## src/rtl/host_cmd_chan.sv

```systemverilog
module host_cmd_chan #(
  parameter int ADDR_W = 3
) (
  input  logic              clk,
  input  logic              rst_n,
  input  logic              reg_wr,
  input  logic [ADDR_W-1:0] reg_addr,
  input  logic [31:0]       reg_wdata,
  output logic [31:0]       reg_rdata,
  output logic              req_valid,
  input  logic              req_ready,
  output logic [1:0]        req_type,
  output logic              req_write,
  output logic [3:0]        req_sid,
  output logic [2:0]        req_len,
  output logic [15:0]       req_addr,
  output logic [31:0]       req_wdata,
  input  logic              done,
  input  logic [31:0]       done_rdata
);
  localparam int WORD_W = 32;
  localparam int NBYTES = WORD_W / 8;
  localparam logic [2:0] ST_IDLE = 3'd0;
  localparam logic [2:0] ST_PEND = 3'd1;
  localparam logic [2:0] ST_WAIT = 3'd2;
  localparam logic [2:0] ST_VCLR = 3'd6;
  localparam logic [ADDR_W-1:0] A_CMD   = ADDR_W'(0);
  localparam logic [ADDR_W-1:0] A_WDATA = ADDR_W'(1);
  localparam logic [ADDR_W-1:0] A_RDATA = ADDR_W'(2);
  localparam logic [ADDR_W-1:0] A_VCLR  = ADDR_W'(3);
  localparam logic [ADDR_W-1:0] A_STAT  = ADDR_W'(4);

  logic [2:0]        state;
  logic              err;
  logic [WORD_W-1:0] cmd_q, wdata_q, rdata_q, lane_mask;

  wire wr_cmd  = reg_wr && (reg_addr == A_CMD);
  wire wr_wd   = reg_wr && (reg_addr == A_WDATA);
  wire wr_vclr = reg_wr && (reg_addr == A_VCLR);

  always_comb begin
    for (int i = 0; i < NBYTES; i++)
      lane_mask[i*8 +: 8] = (int'(cmd_q[18:16]) >= i) ? 8'hFF : 8'h00;
  end

  always_ff @(posedge clk) begin
    if (!rst_n) begin
      state   <= ST_IDLE;
      err     <= 1'b0;
      cmd_q   <= '0;
      wdata_q <= '0;
      rdata_q <= '0;
    end else begin
      if (wr_cmd) begin
        if (state == ST_IDLE) begin
          cmd_q <= reg_wdata;
          state <= ST_PEND;
        end else begin
          err <= 1'b1;
        end
      end
      if (wr_wd && state == ST_IDLE) wdata_q <= reg_wdata;
      case (state)
        ST_PEND: if (req_ready) state <= ST_WAIT;
        ST_WAIT: if (done) begin
          if (cmd_q[29]) state <= ST_IDLE;
          else begin
            rdata_q <= done_rdata & lane_mask;
            state   <= ST_VCLR;
          end
        end
        ST_VCLR: if (wr_vclr && reg_wdata[0]) state <= ST_IDLE;
        default: ;
      endcase
    end
  end

  assign req_valid = (state == ST_PEND);
  assign req_type  = cmd_q[31:30];
  assign req_write = cmd_q[29];
  assign req_sid   = cmd_q[27:24];
  assign req_len   = cmd_q[18:16];
  assign req_addr  = cmd_q[15:0];
  assign req_wdata = wdata_q & lane_mask;

  always_comb begin
    case (reg_addr)
      A_CMD:   reg_rdata = cmd_q;
      A_WDATA: reg_rdata = wdata_q;
      A_RDATA: reg_rdata = rdata_q;
      A_STAT:  reg_rdata = {28'd0, state, err};
      default: reg_rdata = '0;
    endcase
  end
endmodule

```

## config.mk

```make
export PLATFORM = sky130hd
export DESIGN_NAME = host_cmd_chan
export DESIGN_NICKNAME = d
export VERILOG_FILES = /design/src/rtl/host_cmd_chan.sv
export SDC_FILE = /design/constraint.sdc
export NUM_CORES = 1
export LEC_CHECK = 0
export BUFFER_PORTS_ARGS = -buffer_cell sky130_fd_sc_hd__buf_2
export CORE_UTILIZATION = 39
export CTS_CLUSTER_SIZE = 20
export DETAILED_ROUTE_END_ITERATION = 8
export PLACE_DENSITY = 0.7
export SLEW_MARGIN = 20
export SYNTH_ARGS = -nofsm -noshare
export SYNTH_HDL_FRONTEND = slang
export SYNTH_SLANG_ARGS = --single-unit
```

## constraint.sdc

```tcl
create_clock -name clk -period 3.54 [get_ports clk]
set_input_delay 0 -clock clk [delete_from_list [all_inputs] [get_ports clk]]
set_output_delay 0 -clock clk [all_outputs]
set_load 0.02 [all_outputs]
```

-- Word level (Yosys, flattened, before mapping)
Index checks and enable logic that the tools add are counted.
- add/subtract/negate cells: 0
- multipliers: 0
- divide/modulo/power cells: 0
- magnitude comparators: 3
- eq/ne operators: 7
- shift operators: 0
- multiplexer cells: 11
- bitwise gates (word level): 4
- reduce and logical (&&, ||, !) cells: 10
- operator list (kind ; number):
    one-hot mux 32 bit (4 select lines) ; 1
    AND 32 bit ; 2
    2-to-1 mux 8 bit ; 3
    2-to-1 mux 3 bit ; 6
    == test 3 x 2 -> 1 bit, second input constant ; 3
    one-hot mux 3 bit (3 select lines) ; 1
    == test 3 x 1 -> 1 bit, second input constant ; 2
    == test 3 bit, second input constant ; 2
    >= comparator 3 x 2 -> 1 bit, second input constant ; 2
    zero test 3 bit ; 2
    logical AND 1 bit ; 5
    AND reduction 2 bit ; 2
    >= comparator 3 x 1 -> 1 bit, second input constant ; 1
    AND reduction 3 bit ; 1
    NOT 1 bit ; 2
- bits in registers: 100
- bits in latches: 0
- bits in writable memories: 0
- ROM bits: 0
- input bits: 72
- output and inout bits: 91
- logic and storage cells: 40
- memories: 0

-- Depth between registers and ports, before layout
- depth after elaboration: 5
- gate-level depth with buffers: 6
- mapped depth without buffers: 3

-- Least setup slack after synthesis
Ideal clock, no wire load.
- path type: register to register
- start: register cmd_q[29]
- end: register rdata_q[3]
- setup time: 0.132 ns
- arrival: 1.337 ns
- required time: 3.408 ns
- setup slack: 2.071 ns
- cell stages (with the launch flop): 5
- buffers on the path: 1
- period minus slack after synthesis: 1.469 ns
- path through: dfxtp_1 > or4b_4 > buf_6 > o21ai_1 > a21oi_1
- cells in the longest elaborated chain, start to end: 2
- RTL lines (what ; line ; text):
    from (decl) ; 35 ; logic [WORD_W-1:0] cmd_q, wdata_q, rdata_q, lane_mask;
    from (signal assigned) ; 56 ; cmd_q <= reg_wdata;
    NOT 1 bit (no line) ; - ;
    AND reduction 3 bit (no line) ; - ;
    to (signal assigned) ; 68 ; rdata_q <= done_rdata & lane_mask;
    to (decl) ; 35 ;
Every way passes these cells.
A chain may end at the register's enable or synchronous reset.

-- Worst setup path in the final report
- start: register state[1]
- end: register rdata_q[8]
- cells in the longest elaborated chain, start to end: 2
- RTL lines (what ; line ; text):
    from (decl) ; 33 ; logic [2:0] state;
    from (signal assigned) ; 48 ; state <= ST_IDLE;
    from (signal assigned) ; 57 ; state <= ST_PEND;
    from (signal assigned) ; 64 ; ST_PEND: if (req_ready) state <= ST_WAIT;
    == test 3 x 2 -> 1 bit ; 63 ; case (state)
    AND reduction 3 bit (no line) ; - ;
Every way passes these cells.

==> impl_metrics.toml <==
[worst_hold_path]
hp-start = "reg_wr"
hold_path_class = "input pin to flip-flop"
holdPathStages = 4

[timing]
tns_ps = 0
tightest_slew_ps = 1100
slew_viol_final = 0
rsz0062_at_grt = "false"
fmax_ghz = 0.478
hold_viol = 0
skew_ps = 4.89
setup_ws_ps = 1450
relSlewSlack = 0.264
fin_crit_ps = 2090
min_period_over_period = 0.591
setup_viol = 0
holdWs_ps = 136

[clocking]
cts_buffer_depth = 2
numCtsBuffers = 9
root_buffer = "clkbuf_16"
clkTransAtPathRegs_ps = 70
cts_max_level = 3
hold_buffers = 65
cts_tree = "yes"
clk_latency_ps = 350
clock_sinks = 100
cts.repair.resized = 0
postCtsSetupBuffers = 0

[pwr]
ir_worst_vdd_mv = 0.201
p_sw_mw = 0.632
pwr-share-seq = 0.465
clkPwrFrac = 0.414
intPower_mw = 1.85
swShare = 0.254
power_frac_comb = 0.121
powerDensity_mw_per_mm2 = 369
p_leak_nw = 2.71

[setup_path]
cp_num_buf_inv = 1
r2r_cells = 4
startpoint = "state[1]"
cp.depth = 4
worstPathArrival_ps = 2370
endpoint_kind = "flip-flop"
timing_worst_setup_path_type = "flip-flop to flip-flop"
crit_family = "simple AND/OR/NAND/NOR gates"
cpPeakStageDelay_ps = 680
critPathMaxFanout = 22
crit_chain = "nor4b_4 -> buf_4 -> nand4_1 -> a21oi_1"
crit_path_start_kind = "flip-flop"
worstPathRequired_ps = 3820
rr_startpoint = "state[1]"
critPathSlowestCell = "nor4b_4"

[synthesis]
synthArstFlopShare = 0
synth-seq-cells = 100
synth_top_area_frac = 0.375
syn_inst = 653
synth-seq-area-share = 0.375
synth_flop_cell = "dfxtp_1"
syn_avg_cell_area_sq_um = 8.18
yosys.area.top_type = "dfxtp_1"
ys_warn_count = 0
synthTopCellsByArea = "dfxtp_1, a21oi_1, nand3_1"
synth_area_sq_mm = 0.00534
synth_cell_type_count = 41
yosysMostFrequentCell = "dfxtp_1"
synth_enable_flop_cells = 0
synth_common_cells = "dfxtp_1, a21oi_1, nand3_1, o21ai_0, o21ai_1"
synthesis.nets = 725

[grt]
grtUsageTotal = 0.235
first_global_vias = 4933
grt_pass1_wl_microns = 26500
grt_max_degree = 66
antenna_found_initial = 0
grt_remaining_overflow = 0

[floorplan]
rows = 42
die_h_microns = 119
ios = 163
die-area_sq_mm = 0.0142
start_util = 0.402
coreArea_sq_mm = 0.0133
die-width_microns = 119

[cells_and_area]
syn2layout_area_growth_pct = 26.1
diodes = 0
fill_cells = 1255
fin_util = 0.506
final_nets = 865
drive_gt1_frac = 0.288

[routing]
detail-route-antenna-nets = 0
route.detailed.drc = 0
firstDrtPassIters = 6
totalWireLength_microns = 16900
drtIter0Drc = 505
wl_per_cell_microns = 17.4
vias = 5418
vias_per_cell = 5.56

[run]
maxCapViolations = 0

[placed_design]
io_buffer_count = 162
hpwl_microns = 10100
routabilityCongestion = 0.750
dpl_worst_slack_ps = 1380

[status]
status = "finished, final reports clean"
[per-layer routing]
metal	vias up	global-route usage	wire, microns	share of wire
met4	0	0.0728	236	0.014
met1	2565	0.320	7850	0.46
li1	2597	-	-	-
met3	18	0.0335	912	0.054
met2	238	0.382	7940	0.47
met5	-	0	0	0
[power by group through the flow]
| stage | combinational, mW | clock (mW) | sequential (mW) |
|---|---|---|---|
| after floorplan | 0.169 | 0 | 1.18 |
| after global placement | 0.241 | 0 | 1.18 |
| after detailed placement | 0.243 | 0 | 1.18 |
| after CTS | 0.299 | 1.04 | 1.15 |
| after global routing | 0.325 | 1.10 | 1.16 |
| final | 0.301 | 1.03 | 1.16 |
[logic make-up (layout without fill, tap and decap cells)]
family                 after synthesis  in the layout  share of synthesized area
AOI/OAI and AO/OA                  237            237                      0.244
buffers and inverters              111            256                      0.133
DFF                                100            100                      0.375
muxes                               32             32                     0.0666
and+or+nand+nor                    173            173                      0.182
[worst min-delay path, cell delays in order]
cell and delay, ps:
buf_2 140, nand3_1 110, o41ai_1 70, a21oi_1 120
[worst paths after layout]
kind | endpoint | slack (ps)
worst max-delay path | rdata_q[8] | 1450
worst min-delay path | state[2] | 140
worst max register to register | rdata_q[8] | 1450
worst min register to register | rdata_q[2] | 460
[through the flow]
stage | std cells | total power [mW] | area [sq um]
global placement | 893 | 1.42 | 5770
detailed placement | 893 | 1.42 | 5770
floorplan | 653 | 1.34 | 5340
global route | 974 | 2.58 | 6730
CTS | 974 | 2.49 | 6730
finish | 974 | 2.48 | 6730
[layout make-up]
type                            count  area [sq um]  area share
Sequential cell                   100          2000       0.297
Inverter                            5          20.0     0.00297
Tap cell                          176           220      0.0327
Clock inverter                      5          60.1     0.00892
Multi-Input combinational cell    442          2660       0.394
Clock buffer                       11           253      0.0375
Timing Repair Buffer              235          1520       0.226
[registers in the layout, indices dropped and copies added, names as in the netlist]
signal / flops
cmd_q: 32
rdata_q: 32
wdata_q: 32
state: 3
err: 1
[placed cells by master, fill, tap and decap left out, types with 2 or more instances in the layout]
cell / netlist / layout
clkbuf_16: 0 / 9
o21ai_0: 59 / 59
dfxtp_1: 100 / 100
o21ai_2: 3 / 3
nand3_1: 73 / 73
buf_4: 35 / 8
mux2_2: 28 / 28
or4b_4: 2 / 2
clkinv_4: 0 / 2
nor2_1: 30 / 30
nand4_1: 24 / 24
a21oi_1: 99 / 99
clkbuf_8: 0 / 2
nand2_1: 4 / 4
a2bb2oi_1: 3 / 3
nor4b_4: 2 / 2
buf_2: 20 / 162
a22oi_1: 29 / 29
nor2b_1: 2 / 2
clkinv_2: 0 / 2
o21ai_1: 38 / 38
dlygate4sd3_1: 0 / 65
mux2i_1: 4 / 4
inv_1: 4 / 3
and2_1: 24 / 24
No activity file was read; power rests on OpenSTA's default activity.
